===== src/rtl/ps2_kd_pkg.sv =====
package ps2_kd_pkg;
  localparam logic [7:0] PFX_EXT  = 8'hE0;
  localparam logic [7:0] PFX_BRK  = 8'hF0;
  localparam logic [7:0] ST_BAT   = 8'hAA;
  localparam logic [7:0] ST_ACK   = 8'hFA;
  localparam logic [7:0] ST_ECHO  = 8'hEE;
  localparam int unsigned FRAME_BITS = 11;

  function automatic logic is_status(input logic [7:0] b);
    return (b == ST_BAT) || (b == ST_ACK) || (b == ST_ECHO);
  endfunction
endpackage


===== src/rtl/ps2_kd_sync.sv =====
module ps2_kd_sync #(
  parameter int unsigned STAGES = 2
) (
  input  logic clk_i,
  input  logic rst_ni,
  input  logic ps2_clk_i,
  input  logic ps2_dat_i,
  output logic fall_o,
  output logic dat_o
);
  logic [STAGES-1:0] clk_sr, dat_sr;
  logic              clk_last;

  always_ff @(posedge clk_i or negedge rst_ni) begin
    if (!rst_ni) begin
      clk_sr   <= '1;
      dat_sr   <= '1;
      clk_last <= 1'b1;
    end else begin
      clk_sr   <= {clk_sr[STAGES-2:0], ps2_clk_i};
      dat_sr   <= {dat_sr[STAGES-2:0], ps2_dat_i};
      clk_last <= clk_sr[STAGES-1];
    end
  end

  assign fall_o = clk_last & ~clk_sr[STAGES-1];
  assign dat_o  = dat_sr[STAGES-1];
endmodule


===== src/rtl/ps2_kd_rx.sv =====
module ps2_kd_rx
  import ps2_kd_pkg::*;
#(
  parameter int unsigned TIMEOUT_CYC = 20000
) (
  input  logic       clk_i,
  input  logic       rst_ni,
  input  logic       fall_i,
  input  logic       dat_i,
  output logic       byte_vld_o,
  output logic [7:0] byte_o,
  output logic       err_o
);
  localparam int unsigned CW = $clog2(FRAME_BITS);
  localparam int unsigned TW = $clog2(TIMEOUT_CYC + 1);
  localparam logic [CW-1:0] LAST_BIT = CW'(FRAME_BITS - 1);

  logic [CW-1:0] bit_cnt;
  logic [9:0]    sh;
  logic [TW-1:0] idle_cnt;
  logic          par_ok;

  // sh[9] = parity, sh[8:1] = data once the stop bit arrives
  assign par_ok = ^sh[9:1];

  always_ff @(posedge clk_i or negedge rst_ni) begin
    if (!rst_ni) begin
      bit_cnt    <= '0;
      sh         <= '0;
      idle_cnt   <= '0;
      byte_vld_o <= 1'b0;
      byte_o     <= '0;
      err_o      <= 1'b0;
    end else begin
      byte_vld_o <= 1'b0;
      err_o      <= 1'b0;
      if (fall_i) begin
        idle_cnt <= '0;
        if (bit_cnt == '0) begin
          if (!dat_i) bit_cnt <= CW'(1);
        end else if (bit_cnt == LAST_BIT) begin
          bit_cnt <= '0;
          if (par_ok && dat_i) begin
            byte_vld_o <= 1'b1;
            byte_o     <= sh[8:1];
          end else begin
            err_o <= 1'b1;
          end
        end else begin
          sh      <= {dat_i, sh[9:1]};
          bit_cnt <= bit_cnt + CW'(1);
        end
      end else if (bit_cnt != '0) begin
        if (idle_cnt == TW'(TIMEOUT_CYC - 1)) begin
          bit_cnt  <= '0;
          idle_cnt <= '0;
        end else begin
          idle_cnt <= idle_cnt + TW'(1);
        end
      end
    end
  end
endmodule


===== src/rtl/ps2_kd_event.sv =====
module ps2_kd_event
  import ps2_kd_pkg::*;
(
  input  logic       clk_i,
  input  logic       rst_ni,
  input  logic       byte_vld_i,
  input  logic [7:0] byte_i,
  input  logic       err_i,
  output logic       key_valid_o,
  output logic [7:0] key_code_o,
  output logic       key_ext_o,
  output logic       key_break_o,
  output logic       stat_valid_o,
  output logic [7:0] stat_code_o,
  output logic       frame_err_o
);
  logic ext_q, brk_q;

  always_ff @(posedge clk_i or negedge rst_ni) begin
    if (!rst_ni) begin
      ext_q        <= 1'b0;
      brk_q        <= 1'b0;
      key_valid_o  <= 1'b0;
      key_code_o   <= '0;
      key_ext_o    <= 1'b0;
      key_break_o  <= 1'b0;
      stat_valid_o <= 1'b0;
      stat_code_o  <= '0;
      frame_err_o  <= 1'b0;
    end else begin
      key_valid_o  <= 1'b0;
      stat_valid_o <= 1'b0;
      frame_err_o  <= err_i;
      if (err_i) begin
        ext_q <= 1'b0;
        brk_q <= 1'b0;
      end else if (byte_vld_i) begin
        if (byte_i == PFX_EXT) begin
          ext_q <= 1'b1;
        end else if (byte_i == PFX_BRK) begin
          brk_q <= 1'b1;
        end else if (is_status(byte_i)) begin
          stat_valid_o <= 1'b1;
          stat_code_o  <= byte_i;
        end else begin
          key_valid_o <= 1'b1;
          key_code_o  <= byte_i;
          key_ext_o   <= ext_q;
          key_break_o <= brk_q;
          ext_q       <= 1'b0;
          brk_q       <= 1'b0;
        end
      end
    end
  end
endmodule


===== src/rtl/ps2_key_decoder.sv =====
module ps2_key_decoder #(
  parameter int unsigned SYNC_STAGES = 2,
  parameter int unsigned TIMEOUT_CYC = 20000
) (
  input  logic       clk_i,
  input  logic       rst_ni,
  input  logic       ps2_clk_i,
  input  logic       ps2_dat_i,
  output logic       key_valid_o,
  output logic [7:0] key_code_o,
  output logic       key_ext_o,
  output logic       key_break_o,
  output logic       stat_valid_o,
  output logic [7:0] stat_code_o,
  output logic       frame_err_o
);
  logic       fall, dat;
  logic       byte_vld, byte_err;
  logic [7:0] byte_val;

  ps2_kd_sync #(.STAGES(SYNC_STAGES)) u_sync (
    .clk_i, .rst_ni, .ps2_clk_i, .ps2_dat_i,
    .fall_o(fall), .dat_o(dat)
  );

  ps2_kd_rx #(.TIMEOUT_CYC(TIMEOUT_CYC)) u_rx (
    .clk_i, .rst_ni, .fall_i(fall), .dat_i(dat),
    .byte_vld_o(byte_vld), .byte_o(byte_val), .err_o(byte_err)
  );

  ps2_kd_event u_evt (
    .clk_i, .rst_ni,
    .byte_vld_i(byte_vld), .byte_i(byte_val), .err_i(byte_err),
    .key_valid_o, .key_code_o, .key_ext_o, .key_break_o,
    .stat_valid_o, .stat_code_o, .frame_err_o
  );
endmodule


===== config.mk =====
export PLATFORM = sky130hd
export DESIGN_NAME = ps2_key_decoder
export DESIGN_NICKNAME = d
export VERILOG_FILES = /design/src/rtl/ps2_kd_pkg.sv /design/src/rtl/ps2_kd_sync.sv /design/src/rtl/ps2_kd_rx.sv /design/src/rtl/ps2_kd_event.sv /design/src/rtl/ps2_key_decoder.sv
export SDC_FILE = /design/constraint.sdc
export NUM_CORES = 1
export LEC_CHECK = 0
export ABC_CLOCK_PERIOD_IN_PS = 2550
export BUFFER_PORTS_ARGS = -buffer_cell sky130_fd_sc_hd__buf_2
export CAP_MARGIN = 30
export CELL_PAD_IN_SITES_DETAIL_PLACEMENT = 1
export CELL_PAD_IN_SITES_GLOBAL_PLACEMENT = 1
export CORE_UTILIZATION = 48
export CTS_CLUSTER_SIZE = 14
export DETAILED_ROUTE_END_ITERATION = 12
export PLACE_DENSITY_LB_ADDON = 0.1
export SLEW_MARGIN = 10
export SYNTH_ARGS = -nofsm -noshare
export SYNTH_HDL_FRONTEND = slang
export SYNTH_SLANG_ARGS = --single-unit
export TNS_END_PERCENT = 100

===== constraint.sdc =====
create_clock -name clk_i -period 2.55 [get_ports clk_i]
set_input_delay 0.255 -clock clk_i [delete_from_list [all_inputs] [get_ports clk_i]]
set_output_delay 0.255 -clock clk_i [all_outputs]
set_load 0.05 [all_outputs]

# ---- Yosys cells after proc, flatten, opt, wreduce, memory -nomap -nowiden
# Cells that the tools add are included.
# Widths: inputs -> output; s select.
dict set report op_classes {
  add_sub_neg 2
  n_eq_ne 12
  mux 36
  n_bitwise 8
  reduce_logical 16
}
# cell n
set ops {}
lappend ops {{$mux 15} 3}
lappend ops {{$eq 8x8->1 const B} 5}
lappend ops {{$mux 1} 27}
lappend ops {{$mux 4} 6}
lappend ops {{$add 15x1->15 const B} 1}
lappend ops {{$eq 15x15->1 const B} 1}
lappend ops {{$reduce_and 3->1} 4}
lappend ops {{$reduce_and 5->1} 2}
lappend ops {{$ne 3x2->1 const B} 3}
lappend ops {{$reduce_xor 9->1} 1}
lappend ops {{$not 1->1} 7}
lappend ops {{$reduce_bool 2->1} 3}
lappend ops {{$add 4x1->4 const B} 1}
lappend ops {{$eq 4x4->1 const B} 1}
lappend ops {{$logic_not 4->1} 1}
lappend ops {{$reduce_and 4->1} 1}
lappend ops {{$reduce_bool 4->1} 1}
lappend ops {{$ne 3x3->1 const B} 1}
lappend ops {{$logic_or 1x1->1} 2}
lappend ops {{$ne 2x2->1 const B} 1}
lappend ops {{$and 1x1->1} 1}
lappend ops {{$logic_and 1x1->1} 1}
dict set report totals {
  register_bits 67
  in_bits 4
  out_inout_bits 21
}

# ---- Logic depth before layout (Yosys ltp)
dict set report depth {
  depth_word 8
  ltp_mapped 7
  ltp_nobuf 7
}

# ---- By module
# Synthesis repeated with hierarchy kept, for this count alone.
dict set report hier_totals {
  hier_cells 302
  hier_area_um2 3288.2
}
# module instances cells_each area_per_inst_um2 seq_area_each_um2
set modules_own_cells {}
lappend modules_own_cells {ps2_kd_rx 1 182 1920.6 950.9}
lappend modules_own_cells {ps2_kd_event 1 114 1222.4 575.6}
lappend modules_own_cells {ps2_kd_sync 1 6 145.1 131.4}

# ---- Worst setup path before layout
# Ideal clock, no wire load.
dict set report synth_path {
  kind {register -> register}
  start {reg u_rx.sh[3]}
  end {reg u_rx.byte_o[0]}
  setup_ns 0.125
  t_arrival_ns 1.830
  slack_ns 0.595
  stages_incl_launch_ff 6
  n_path_buf 0
  cell_sequence {dfrtp_1 > xor2_1 > xnor3_1 > or3b_1 > nand2_4 > mux2_2}
}
dict set report synth_via {
  elab_chain_cells 3
}
# item line_no
set synth_rtl {}
lappend synth_rtl {{start, declared} ps2_kd_rx.sv:19} ;# logic [9:0] sh;
lappend synth_rtl {{start signal, assigned} ps2_kd_rx.sv:50} ;# sh <= {dat_i, sh[9:1]};
lappend synth_rtl {{$reduce_xor 9->1} ps2_kd_rx.sv:24} ;# assign par_ok = ^sh[9:1];
lappend synth_rtl {{$logic_and 1x1->1} ps2_kd_rx.sv:43} ;# if (par_ok && dat_i) begin
lappend synth_rtl {{$reduce_and 4->1 (no source line)} --}
lappend synth_rtl {{end signal, assigned} ps2_kd_rx.sv:45} ;# byte_o <= sh[8:1];
lappend synth_rtl {{end, declared} ps2_kd_rx.sv:11} ;# output logic [7:0] byte_o,
# Every way passes these cells.
# A chain may end at the register's enable or synchronous reset.

# ---- Worst setup path in the final report
dict set report layout_path {
  start {reg u_rx.idle_cnt[5]}
  end {reg u_rx.idle_cnt[11]}
}
dict set report layout_via {
  elab_chain_cells 4
  elab_cells_between_ends 5
}
# item line_no
set layout_rtl {}
lappend layout_rtl {{start, declared} ps2_kd_rx.sv:20} ;# logic [TW-1:0] idle_cnt;
lappend layout_rtl {{start signal, assigned} ps2_kd_rx.sv:58} ;# idle_cnt <= idle_cnt + TW'(1);
lappend layout_rtl {{$add 15x1->15 or $eq 15x15->1 (tied branches)} {ps2_kd_rx.sv:58, ps2_kd_rx.sv:54}}
lappend layout_rtl {{$mux 15 (*)} ps2_kd_rx.sv:54} ;# if (idle_cnt == TW'(TIMEOUT_CYC - 1)) begin
lappend layout_rtl {{$mux 15 (*)} ps2_kd_rx.sv:53} ;# end else if (bit_cnt != '0) begin
lappend layout_rtl {{$mux 15 (*)} ps2_kd_rx.sv:37} ;# if (fall_i) begin
# Every way passes the cells marked *; elsewhere a longest branch is shown, timed or not. The select of a mux whose other input is x is not followed.

==> metrics.txt <==
top-count cell post-synth=dfrtp_1; Final #Nets=282; grt ovf=0; leading area contributor after synthesis=dfrtp_1; Max clock buf depth=2; # Max-Cap Violations=0; Slew Viols, Final=0; die area=6352 µm²; critical path, cell by cell=or4b_1 > nor4_2 > or3_1 > o21ai_0 > a21o_1; final setup vio count=0; Avg Cell Area, Syn=12.33 µm²; routability cong.=0.7787; HP Class=flip-flop to flip-flop; Power Dens Cells=902.5 nW/µm²; n_diodes=0; post-synthesis cell area=2898 µm²; Placement Cell Area=3133 µm²; non-filler cells, final=350; synth warn=0; worst skew pair latency=0.35 ns; Crit. End Element=flip-flop; CTS tree=yes; DRT antenna net count=0; Inst Count DP=332; worst path bufs/invs=0; die height=79.70 µm; via count=1,903; critical path required time=2.79 ns; DR iter-0 viols=91; Area contributors post-synth=dfrtp_1 53%, mux2_2 12%, dfstp_2 4.5%; gr usage total=20.90%; Slew HR=50.89%; worst hold slack=0.3562 ns; run status=finished clean; HPWL Detailed=4.112 mm; Final Hold Vio Count=0; Worst VDD drop=745.7 µV; Die W=79.70 µm; initial antenna violation count=0; Startpoint Class=flip-flop; Starting Density=51.06%; Yosys top cell area share=52.68%; Routed WL=5.898 mm; utilization after layout=59.59%; crit path max fanout=5; core area=5675 µm²; P_leak=1.673 nW; slowest stage delay, CP=0.55 ns; synthesis-to-finish area growth=16.71%; fin crit share=84.35%; FFs w/ async S/R, synth=100.0%; PortBufs=24; #FFs+latches synth=66; Sink Count=66; Final Critical Period=2.151 ns; Root Driver=clkbuf_8; post-CTS sizing=0; worst setup margin=0.3990 ns; Cells after Synth=235; wire per inst=16.85 µm; Slew @ Worst Pin=0.7366 ns; setup TNS=0 ns; Via density=5.437; Reg clk slew, reported paths=0.07 ns; post-route cell area=3382 µm²; Worst Clk Skew=0.006848 ns; Final Power=3.052 mW; io pins=25; global-route wire length before repair=9.673 mm; proportion of layout cells with a drive suffix above 1=31.65%; syn nets=243; Slowest-stage cell, CP=or4b_1; register area share after synthesis=57.21%; vias in the first global route=1,930; worst slack at placement=0.4233 ns; Crit path max-delay family=simple AND/OR/NAND/NOR gates; Commonest cells post-synth=61 x dfrtp_1, 31 x mux2_2, 16 x nand2_1; Synth Flop Type=dfrtp_1; Crit Path Class=flip-flop to flip-flop; Remaining DRCs=0; largest net degree at the start of global routing=36; count of cell types in the netlist=42; Post-synth EDFFs=0; RSZ-0062 raised after global routing=false; total CTS buffers=9; Max Clk Rate=0.4649 GHz; Core Rows=27; H-Tree Level Count=3; Initial DRT Pass Iterations=4; data arrival time at the worst-slack endpoint=2.39 ns
[kinds of logic after synthesis]
family	synth area share (%)
XOR/XNOR	5.613
AO/OA/AOI/OAI	5.916
adder cells (fa/ha/maj)	1.727
flip-flops	57.21
multiplexers	12.39
buffers and inverters	1.900
AND/OR/NAND/NOR	15.24
[state kept, by name (all words and copies together), names as in the netlist]
signal	flops
u_rx.byte_o	8
u_rx.sh	9
u_evt.brk_q	1
u_sync.clk_sr	2
u_rx.err_o	1
u_evt.stat_code_o	8
u_sync.dat_sr	2
u_rx.idle_cnt	15
u_evt.key_ext_o	1
u_evt.ext_q	1
u_evt.frame_err_o	1
u_sync.clk_last	1
u_rx.byte_vld_o	1
u_evt.key_valid_o	1
u_evt.key_break_o	1
u_evt.stat_valid_o	1
u_rx.bit_cnt	4
u_evt.key_code_o	8
[report_power, final]
part,internal [mW],leakage [nW],switching (mW)
clock,0.600,0.110,0.388
combinational,0.388,0.678,0.364
sequential,1.17,0.886,0.143
[layout make-up]
class | count | area (µm²)
clock buffer | 13 | 158.9
clock inverter | 2 | 60.06
fill | 597 | 2293
inverter | 8 | 30.03
multi-input combinational | 157 | 1185
sequential | 66 | 1658
tap | 72 | 90.09
timing repair buffer | 32 | 200.2
[layer usage]
| layer | wire length (µm) | global-route usage, % | vias up |
|---|---|---|---|
| met3 | 231 | 7.086 | 6 |
| met2 | 2732 | 32.14 | 35 |
| li1 | - | - | 902 |
| met1 | 2866 | 27.80 | 960 |
| met5 | 0 | 0 | - |
| met4 | 67 | 6.364 | 0 |
[path summary, 6_finish.rpt]
check | startpoint | endpoint | slack (ns) | cells after the start
min | u_sync.dat_sr[0] | u_sync.dat_sr[1] | 0.36 | 0
min in group asynchronous | rst_ni | u_evt.key_valid_o | 0.51 | 2
max | u_rx.idle_cnt[5] | u_rx.idle_cnt[11] | 0.40 | 5
max in group asynchronous | rst_ni | u_sync.dat_sr[1] | 1.32 | 3
min reg2reg | u_sync.dat_sr[0] | u_sync.dat_sr[1] | 0.36 | 0
max reg2reg | u_rx.idle_cnt[5] | u_rx.idle_cnt[11] | 0.40 | 5
[placed cells by master (no fill, tap or decap), types with 2 or more instances in the layout]
master          n
ha_1            4
a22o_1          3
dfrtp_1        61
nor4_1          3
o22ai_1         3
or2_2           4
o21ai_0         4
a21oi_1        10
xnor2_1        10
nand4_1         3
nand2b_1        4
nand3_1         7
nor3b_1         2
nand2_1        16
dlygate4sd3_1   3
clkbuf_1        2
dfstp_2         5
or4b_1          2
inv_1           8
xor2_1          6
o21ai_1         2
nor3_1          4
a21o_1          3
mux2_2         31
buf_2          24
bufinv_16       2
clkbuf_8       11
nor2_1         14
buf_4           4
or3_1           4
nor2b_1         2
and3_1          2
[timing repair]
item / in CTS / in global routing
buffers inserted: 0 / 0
hold buffers: 3 / 0
hold endpoints to repair: 29 / 0
setup endpoints to repair: 0 / 0
Note: power is estimated with default switching activity, not from simulation.
